$ cat config.mk
export PLATFORM = sky130hd
export DESIGN_NAME = paged_reg_decoder
export DESIGN_NICKNAME = d
export VERILOG_FILES = /design/src/rtl/prd_pkg.sv /design/src/rtl/prd_status.sv /design/src/rtl/prd_decode.sv /design/src/rtl/prd_rmux.sv /design/src/rtl/paged_reg_decoder.sv
export SDC_FILE = /design/constraint.sdc
export NUM_CORES = 1
export LEC_CHECK = 0
export ABC_AREA = 1
export BUFFER_PORTS_ARGS = -buffer_cell sky130_fd_sc_hd__buf_2
export CAP_MARGIN = 25
export CORE_ASPECT_RATIO = 0.7
export CORE_UTILIZATION = 47
export CTS_CLUSTER_SIZE = 8
export DETAILED_ROUTE_END_ITERATION = 12
export HOLD_SLACK_MARGIN = 0.1
export PLACE_DENSITY = 0.9
export SYNTH_ARGS = -nofsm -noshare
export SYNTH_HDL_FRONTEND = slang
export SYNTH_SLANG_ARGS = --single-unit
$ cat constraint.sdc
create_clock -name clk -period 4.3 [get_ports clk]
set_input_delay 0.43 -clock clk [delete_from_list [all_inputs] [get_ports clk]]
set_output_delay 0.43 -clock clk [all_outputs]
set_load 0.01 [all_outputs]
$ cat src/rtl/prd_pkg.sv
package prd_pkg;
  typedef enum logic [2:0] {
    RC_NONE = 3'd0,
    RC_MSR  = 3'd1,
    RC_CTL  = 3'd2,
    RC_CNT  = 3'd3,
    RC_CMP  = 3'd4,
    RC_TSV  = 3'd5,
    RC_GP   = 3'd6
  } res_cls_e;
endpackage

$ cat src/rtl/prd_status.sv
module prd_status #(
  parameter int DW     = 8,
  parameter int PS_BIT = 7,
  parameter int RS_BIT = 6
) (
  input  logic          clk,
  input  logic          rst,
  input  logic          we,
  input  logic [DW-1:0] wdata,
  output logic          ps,
  output logic          rs
);
  always_ff @(posedge clk) begin
    if (rst) begin
      ps <= 1'b0;
      rs <= 1'b0;
    end else if (we) begin
      ps <= wdata[PS_BIT];
      rs <= wdata[RS_BIT];
    end
  end

  // the selector bits follow the write data one cycle later
  p_sel_load_r3: assert property (@(posedge clk) disable iff (rst)
    we |=> (ps == $past(wdata[PS_BIT])) && (rs == $past(wdata[RS_BIT])));

  // without a status write the selectors hold
  p_sel_hold_r3: assert property (@(posedge clk) disable iff (rst)
    !we |=> $stable(ps) && $stable(rs));
endmodule

$ cat src/rtl/prd_decode.sv
module prd_decode
  import prd_pkg::*;
#(
  parameter int AW    = 5,
  parameter int CTL_N = 4,
  parameter int CNT_N = 11,
  parameter int CMP_N = 6,
  parameter int TSV_N = 5,
  parameter int GP_N  = 30
) (
  input  logic [AW-1:0] addr,
  input  logic          ps,
  input  logic          rs,
  output res_cls_e      cls,
  output logic [AW-1:0] idx
);
  localparam int CTL_B  = 1;
  localparam int CNT_B  = CTL_B + CTL_N;
  localparam int CMP_B  = CNT_B + CNT_N;
  localparam int TSV_B  = CMP_B + CMP_N;
  localparam int FREE_B = TSV_B + TSV_N;

  localparam logic [AW-1:0] A_CTL  = AW'(CTL_B);
  localparam logic [AW-1:0] A_CNT  = AW'(CNT_B);
  localparam logic [AW-1:0] A_CMP  = AW'(CMP_B);
  localparam logic [AW-1:0] A_TSV  = AW'(TSV_B);
  localparam logic [AW-1:0] A_FREE = AW'(FREE_B);
  localparam logic [AW-1:0] A_GPL  = AW'(GP_N);
  localparam logic [AW-1:0] BANK   = AW'(CTL_N);

  always_comb begin
    cls = RC_NONE;
    idx = '0;
    if (addr == '0) begin
      cls = RC_MSR;
    end else if (ps) begin
      if (addr <= A_GPL) begin
        cls = RC_GP;
        idx = addr - A_CTL;
      end
    end else if (addr < A_CNT) begin
      cls = RC_CTL;
      idx = (addr - A_CTL) + (rs ? BANK : '0);
    end else if (addr < A_CMP) begin
      cls = RC_CNT;
      idx = addr - A_CNT;
    end else if (addr < A_TSV) begin
      cls = RC_CMP;
      idx = addr - A_CMP;
    end else if (addr < A_FREE) begin
      cls = RC_TSV;
      idx = addr - A_TSV;
    end
  end
endmodule

$ cat src/rtl/prd_rmux.sv
module prd_rmux
  import prd_pkg::*;
#(
  parameter int DW     = 8,
  parameter int PS_BIT = 7,
  parameter int RS_BIT = 6
) (
  input  logic          clk,
  input  logic          rst,
  input  logic          rd,
  input  res_cls_e      cls,
  input  logic          ps,
  input  logic          rs,
  input  logic [DW-1:0] ctl_rdata,
  input  logic [DW-1:0] cnt_rdata,
  input  logic [DW-1:0] cmp_rdata,
  input  logic [DW-1:0] tsv_rdata,
  input  logic [DW-1:0] gp_rdata,
  output logic [DW-1:0] rdata,
  output logic          rvalid
);
  logic [DW-1:0] msr_val;
  logic [DW-1:0] mux_val;

  always_comb begin
    msr_val         = '0;
    msr_val[PS_BIT] = ps;
    msr_val[RS_BIT] = rs;
  end

  always_comb begin
    unique case (cls)
      RC_MSR:  mux_val = msr_val;
      RC_CTL:  mux_val = ctl_rdata;
      RC_CNT:  mux_val = cnt_rdata;
      RC_CMP:  mux_val = cmp_rdata;
      RC_TSV:  mux_val = tsv_rdata;
      RC_GP:   mux_val = gp_rdata;
      default: mux_val = '0;
    endcase
  end

  always_ff @(posedge clk) begin
    if (rst) begin
      rdata  <= '0;
      rvalid <= 1'b0;
    end else begin
      rdata  <= rd ? mux_val : '0;
      rvalid <= rd;
    end
  end

  // unmapped reads return zero
  p_unmapped_zero_r8: assert property (@(posedge clk) disable iff (rst)
    (rd && cls == RC_NONE) |=> (rdata == '0));

  // valid and data appear the cycle after the strobe
  p_rvalid_r10: assert property (@(posedge clk) disable iff (rst)
    rd |=> rvalid);
  p_idle_zero_r10: assert property (@(posedge clk) disable iff (rst)
    !rd |=> (!rvalid && rdata == '0));
endmodule

$ cat src/rtl/paged_reg_decoder.sv
module paged_reg_decoder
  import prd_pkg::*;
#(
  parameter int AW     = 5,
  parameter int DW     = 8,
  parameter int PS_BIT = 7,
  parameter int RS_BIT = 6,
  parameter int CTL_N  = 4,
  parameter int CNT_N  = 11,
  parameter int CMP_N  = 6,
  parameter int TSV_N  = 5,
  parameter int GP_N   = 30
) (
  input  logic               clk,
  input  logic               rst,
  input  logic [AW-1:0]      addr,
  input  logic               rd,
  input  logic               wr,
  input  logic [DW-1:0]      wdata,
  input  logic [DW-1:0]      ctl_rdata,
  input  logic [DW-1:0]      cnt_rdata,
  input  logic [DW-1:0]      cmp_rdata,
  input  logic [DW-1:0]      tsv_rdata,
  input  logic [DW-1:0]      gp_rdata,
  output logic [2*CTL_N-1:0] ctl_sel,
  output logic               cnt_sel,
  output logic               cmp_sel,
  output logic               tsv_sel,
  output logic               gp_sel,
  output logic [AW-1:0]      res_idx,
  output logic [DW-1:0]      rdata,
  output logic               rvalid
);
  localparam int CTL_TOT = 2 * CTL_N;

  res_cls_e      cls;
  logic [AW-1:0] idx;
  logic          ps;
  logic          rs;
  logic          acc;
  logic          msr_we;

  assign acc    = rd | wr;
  assign msr_we = wr && (cls == RC_MSR);

  prd_status #(.DW(DW), .PS_BIT(PS_BIT), .RS_BIT(RS_BIT)) u_status (
    .clk(clk), .rst(rst), .we(msr_we), .wdata(wdata), .ps(ps), .rs(rs)
  );

  prd_decode #(
    .AW(AW), .CTL_N(CTL_N), .CNT_N(CNT_N), .CMP_N(CMP_N),
    .TSV_N(TSV_N), .GP_N(GP_N)
  ) u_decode (
    .addr(addr), .ps(ps), .rs(rs), .cls(cls), .idx(idx)
  );

  for (genvar i = 0; i < CTL_TOT; i++) begin : g_ctl_sel
    assign ctl_sel[i] = acc && (cls == RC_CTL) && (idx == AW'(i));
  end

  assign cnt_sel = acc && (cls == RC_CNT);
  assign cmp_sel = acc && (cls == RC_CMP);
  assign tsv_sel = acc && (cls == RC_TSV);
  assign gp_sel  = acc && (cls == RC_GP);
  assign res_idx = idx;

  prd_rmux #(.DW(DW), .PS_BIT(PS_BIT), .RS_BIT(RS_BIT)) u_rmux (
    .clk(clk), .rst(rst), .rd(rd), .cls(cls), .ps(ps), .rs(rs),
    .ctl_rdata(ctl_rdata), .cnt_rdata(cnt_rdata), .cmp_rdata(cmp_rdata),
    .tsv_rdata(tsv_rdata), .gp_rdata(gp_rdata),
    .rdata(rdata), .rvalid(rvalid)
  );

  // at most one resource select at a time
  p_onehot_r9: assert property (@(posedge clk) disable iff (rst)
    $onehot0({ctl_sel, cnt_sel, cmp_sel, tsv_sel, gp_sel}));

  // no select without a strobe
  p_no_strobe_r9: assert property (@(posedge clk) disable iff (rst)
    !(rd || wr) |-> ({ctl_sel, cnt_sel, cmp_sel, tsv_sel, gp_sel} == '0));

  // address zero never reaches a paged resource
  p_msr_fixed_r2: assert property (@(posedge clk) disable iff (rst)
    (addr == '0) |-> ({ctl_sel, cnt_sel, cmp_sel, tsv_sel, gp_sel} == '0));

  // general-purpose RAM only on page 1
  p_gp_page_r7: assert property (@(posedge clk) disable iff (rst)
    gp_sel |-> ps);

  // each control bank answers only to its bank value
  p_bank_lo_r4: assert property (@(posedge clk) disable iff (rst)
    (|ctl_sel[CTL_N-1:0]) |-> (!rs && !ps));
  p_bank_hi_r4: assert property (@(posedge clk) disable iff (rst)
    (|ctl_sel[CTL_TOT-1:CTL_N]) |-> (rs && !ps));

  // a status write alters the mapping on the following cycle
  p_map_update_r3: assert property (@(posedge clk) disable iff (rst)
    (wr && addr == '0) |=> (ps == $past(wdata[PS_BIT])));
endmodule

; ---- After elaboration in Yosys (flattened, before gate mapping)
; Cells that the tools add are included.
; Widths: inputs -> output; s select.
[op_classes]
addsub = 5
magnitude_cmp = 5
n_eq_ne = 13
mux = 16
bitwise = 2
reduce_logical = 17
[ops]
columns = cell, count
row1 = $pmux 8 s6, 1
row2 = $mux 5, 7
row3 = $mux 3, 8
row4 = $eq 5x3->1 const B, 4
row5 = $lt 5x5->1 const B, 3
row6 = $logic_and 1x1->1, 14
row7 = $eq 5x2->1 const B, 2
row8 = $logic_not 5->1, 2
row9 = $sub 5x5->5 const B, 2
row10 = $eq 3x3->1 const B, 3
row11 = $eq 3x2->1 const B, 2
row12 = $add 5x5->5, 1
row13 = $eq 5x1->1 const B, 1
row14 = $le 5x5->1 const B, 1
row15 = $lt 5x3->1 const B, 1
row16 = $sub 5x1->5 const B, 1
row17 = $sub 5x3->5 const B, 1
row18 = $eq 3x1->1 const B, 1
row19 = $reduce_or 2->1, 1
row20 = $not 1->1, 1
row21 = $or 1x1->1, 1
[totals]
reg_bits = 11
in_bits = 57
output_inout_bits = 26

; ---- Depth between registers and ports, before layout
[logic_depth]
ltp_word = 10
ltp_mapped = 14
depth_no_buf = 14

; ---- Cells and area by module
; Synthesis repeated with hierarchy kept, for this count alone.
[hier_totals]
cells_unflattened = 254
area_unflattened_um2 = 1545.2
[by_module_without_submodules]
columns = mod, instances, cells_per_inst, area_per_inst_um2
row1 = prd_rmux, 1, 104, 740.7
row2 = prd_decode, 1, 93, 520.5
row3 = paged_reg_decoder, 1, 44, 202.7
row4 = prd_status, 1, 13, 81.3

; ---- Least setup slack after synthesis
; No wires, ideal clock.
[synth_timing]
path_kind = input to output
startpoint = in addr[1]
endpoint = out ctl_sel[3]
arrival_ps = 1984
t_required_ps = 3870
setup_slack_ps = 1886
cell_stages = 14
path_buffers = 0
path_cell_list = inv_1 -> ha_1 -> inv_1 -> nand2_1 -> nand2_1 -> ha_1 -> ha_1 -> inv_1 -> nand3_1 -> nand3_1 -> nand2_1 -> nand2_1 -> nand3_1 -> nor2_1
[synth_via]
elab_chain_len = 10
elab_cells_between_ends = 29
classes_between = 5 x add/sub / 5 x order compare / 2 x eq/ne / 14 x mux / 3 x reduce/logical
[synth_rtl]
columns = item, line_no
row1 = start: declaration, paged_reg_decoder.sv:16  ; input logic [AW-1:0] addr,
row2 = "parallel branches: the longest is 9 deep, another holds $sub 5x1->5", -
row3 = $logic_and 1x1->1 *, paged_reg_decoder.sv:58  ; assign ctl_sel[i] = acc && (cls == RC_CTL) && (idx == AW'(i));
row4 = end: declaration, paged_reg_decoder.sv:25  ; output logic [2*CTL_N-1:0] ctl_sel,
; Every way passes the cells marked *.

; ---- Worst setup path in the final report
[layout_timing]
startpoint = in addr[1]
endpoint = out ctl_sel[4]
[layout_via]
elab_chain_len = 10
elab_cells_between_ends = 29
classes_between = 5 x add/sub / 5 x order compare / 2 x eq/ne / 14 x mux / 3 x reduce/logical
[layout_rtl]
columns = item, line_no
row1 = "parallel branches: the longest is 9 deep, another holds $sub 5x1->5", -
row2 = $logic_and 1x1->1 *, paged_reg_decoder.sv:58
; Marks and branches as above.

==> qor.yml <==
worst_setup_path:
  crit-reg2reg-launch: "u_status.ps"
  endpoint_class_of_the_critical_path: "primary output"
  critical_path.n_buffers_inverters: 4
  path_class: "in -> out"
  worstSetupPathDepth: 14
  crit_arrival_ns: 2.38
  worstPathRequired_ns: 3.87
  timing.critical_path.cells: "buf_2, inv_1, ha_1, inv_1, nand2_1, nand2_1, ha_1, ha_1, nand2_1, nand3_1, nand3_1, nand3_1, nor2_1, buf_2"
  worst_path_largest_cell_delay_ns: 0.26
  crit_path_top_delay_cell: "sky130_fd_sc_hd__ha_1"
  cp-startpoint: "addr[1]"
  timing.critical_path.from_type: "input port"
  cp_max_fo: 7
  cp_top_family: "simple AND/OR/NAND/NOR gates"
  worst-r2r-cell-count: 8
final_layout:
  diodes: 0
  syn_to_final_growth_pct: 28.24
  final-seq-area_sq_um: 220.2
  num-nets-final: 374
  final.fill_count: 257
  layout-drive-gt1-share: 0.3453
  layout.cells.non_filler: 343
  postLayoutCoreUtil: 0.6406
  multiInputGateArea_sq_um: 1011
sta:
  rsz0062_at_grt: "false"
  final.min_clock_period_ns: 2.812
  min_period_over_period: 0.6540
  finalMaxSlewViolations: 0
  slew_headroom: 0.6045
  finalSetupTns_ns: 0
  final.setup.worst_slack_ns: 1.488
  maximum_clock_skew_at_final_layout_ns: 0.0009354
  final_hold_viol_count: 0
  finish_stage_setup_viols: 0
  tightest_slew_ns: 0.5926
  timing.fmax_ghz: 0.3556
grt:
  via_count_of_the_first_global_routing_pass: 1281
  grt_max_degree: 21
  grt_antenna_before_repair: 0
  grt_usage: 0.2371
  gr_overflow_total: 0
  grt_pass1_wl_um: 5775
clock_network:
  clk_latency_ns: 0.23
  clock_root_buffer: "sky130_fd_sc_hd__clkbuf_8"
  cts_num_sinks: 11
  cts_inserted_buffers: 3
  post_cts_hold_buffers: 0
  cts_tree: "built"
  clk_pin_slew_ns: 0.05
  htree_num_levels: 1
  post_cts_resize_count: 0
  ctsLongestPathBuffers: 2
  postCtsSetupBuffers: 0
power_and_ir_drop:
  static-leakage-power_nw: 1.022
  vdd_ir_drop_max_uv: 118.8
  internal_power_mw: 0.2276
  power_frac_comb: 0.429
  clkPwrFrac: 0.273
  power.net_switching_mw: 0.1363
  power_share_of_the_sequential_group: 0.298
  power_switching_share: 0.3746
  power_density_nw_per_um2: 202.7
  fin_total_pwr_mw: 0.3640
die:
  core.rowCount: 16
  die_height_um: 47.67
  floorplan.initialDensity: 0.4996
  die_width_um: 67.24
  top_level_ports: 83
  placeableCoreArea_sq_um: 2803
  dieArea_sq_um: 3205
placement:
  worst_setup_slack_before_clock_tree_synthesis_ns: 1.492
  hpwl_um: 3171
  buffers_on_ports: 76
  post-place-cells: 339
  rd_place_congestion: 0.9327
yosys:
  ys.warnings.count: 0
  synthesis.instances: 236
  postSynthNetCount: 302
  syn-mean-instance-area_sq_um: 5.933
  synthDistinctLibCells: 26
  synth_seq_cells: 11
  synth_sequential_area_ratio: 0.1573
  synth.cell_area_sq_um: 1400
drt:
  number_of_antenna_violating_nets_in_the_routed_design: 0
  route.vias.total: 1743
  drt_iter0_markers: 131
  drt-pass1-iter-count: 5
  post-route-drc-count: 0
  post_drt_via_cell_ratio: 5.082
  wl_per_cell_um: 11.57
  totalWireLength_um: 3969
min_path:
  whs_path_depth: 2
  hold_class: "in -> reg"
  min-delay-start: "rst"
flow_run:
  cap_violations: 0
run_status:
  outcome: "complete, no violations"
## layout by cell type (no fill, tap or decap), types with 2 or more instances in the layout
cell,n
sky130_fd_sc_hd__a21oi_1,4
sky130_fd_sc_hd__buf_2,76
sky130_fd_sc_hd__clkbuf_8,3
sky130_fd_sc_hd__dfxtp_1,11
sky130_fd_sc_hd__ha_1,9
sky130_fd_sc_hd__inv_1,18
sky130_fd_sc_hd__inv_2,7
sky130_fd_sc_hd__nand2_1,54
sky130_fd_sc_hd__nand2_2,7
sky130_fd_sc_hd__nand3_1,48
sky130_fd_sc_hd__nand4_1,10
sky130_fd_sc_hd__nor2_1,33
sky130_fd_sc_hd__nor2_2,4
sky130_fd_sc_hd__nor2_4,5
sky130_fd_sc_hd__nor3_1,2
sky130_fd_sc_hd__o21ai_0,5
sky130_fd_sc_hd__o21ai_1,2
## state kept, by name, summed over array words and instances (netlist names)
name	count
u_rmux.rvalid	1
u_status.ps	1
u_rmux.rdata	8
u_status.rs	1
## power groups by stage
stage                     clock (mW)  combinational, mW  sequential (mW)
after floorplan                    0              0.103            0.113
after global placement             0              0.151            0.110
after detailed placement           0              0.154            0.110
after CTS                     0.0997              0.155            0.108
after global routing           0.107              0.175            0.109
final                         0.0994              0.156            0.108
## layer usage
metal | track usage | part of all wire | vias up
met5 | 0 | 0 | -
met3 | 0.02857 | 0.093 | 0
met4 | 0.004255 | 0 | 0
met1 | 0.3787 | 0.47 | 751
met2 | 0.3500 | 0.43 | 81
li1 | - | - | 911
## synth_stat cells
cell type	number	area (sq um)
sky130_fd_sc_hd__nand2_1	54	202.7
sky130_fd_sc_hd__nand3_1	48	240.2
sky130_fd_sc_hd__nor2_1	33	123.9
sky130_fd_sc_hd__inv_1	18	67.56
sky130_fd_sc_hd__dfxtp_1	11	220.2
sky130_fd_sc_hd__nand4_1	10	62.56
sky130_fd_sc_hd__ha_1	9	112.6
sky130_fd_sc_hd__inv_2	7	26.28
sky130_fd_sc_hd__nand2_2	7	43.79
sky130_fd_sc_hd__nor2_4	5	56.30
sky130_fd_sc_hd__o21ai_0	5	25.02
sky130_fd_sc_hd__a21oi_1	4	20.02
sky130_fd_sc_hd__buf_6	4	45.04
sky130_fd_sc_hd__nor2_2	4	25.02
sky130_fd_sc_hd__buf_2	3	15.01
sky130_fd_sc_hd__buf_4	2	15.01
sky130_fd_sc_hd__nor3_1	2	10.01
sky130_fd_sc_hd__o21ai_1	2	10.01
sky130_fd_sc_hd__a211oi_1	1	7.510
sky130_fd_sc_hd__a21oi_2	1	8.760
sky130_fd_sc_hd__a31oi_1	1	6.260
sky130_fd_sc_hd__nand2_4	1	11.26
sky130_fd_sc_hd__nand3_2	1	10.01
sky130_fd_sc_hd__nor2_8	1	20.02
sky130_fd_sc_hd__nor4_1	1	6.260
sky130_fd_sc_hd__xor2_1	1	8.760
## cell families after synthesis
logic type,synth area share
AOI/OAI and AO/OA,0.05541
xor gates and xnor gates,0.006257
adders and majority gates,0.08043
buffers and inverters,0.1206
DFF,0.1573
and+or+nand+nor,0.5800
## metrics by stage
step / cell area, sq um / hold WS [ns]
after global placement: 1750 / 0.4852
final: 1795 / 0.4027
after floorplan: 1400 / 0.4508
after detailed placement: 1750 / 0.4779
after global routing: 1795 / 0.4114
after CTS: 1795 / 0.3949
## cell type report
class / instances / area share
Timing Repair Buffer: 76 / 0.2118
Multi-Input combinational cell: 191 / 0.5631
Inverter: 25 / 0.05226
Sequential cell: 11 / 0.1226
Clock buffer: 4 / 0.02509
Tap cell: 36 / 0.02509
## worst paths after layout
| kind | slack, ns | end |
|---|---|---|
| setup / recovery | 1.49 | ctl_sel[4] |
| hold / removal | 0.40 | u_status.rs |
| setup reg to reg | 2.29 | u_rmux.rdata[2] |
| hold reg to reg | 0.50 | u_status.rs |
Note: power is estimated with default switching activity, not from simulation.
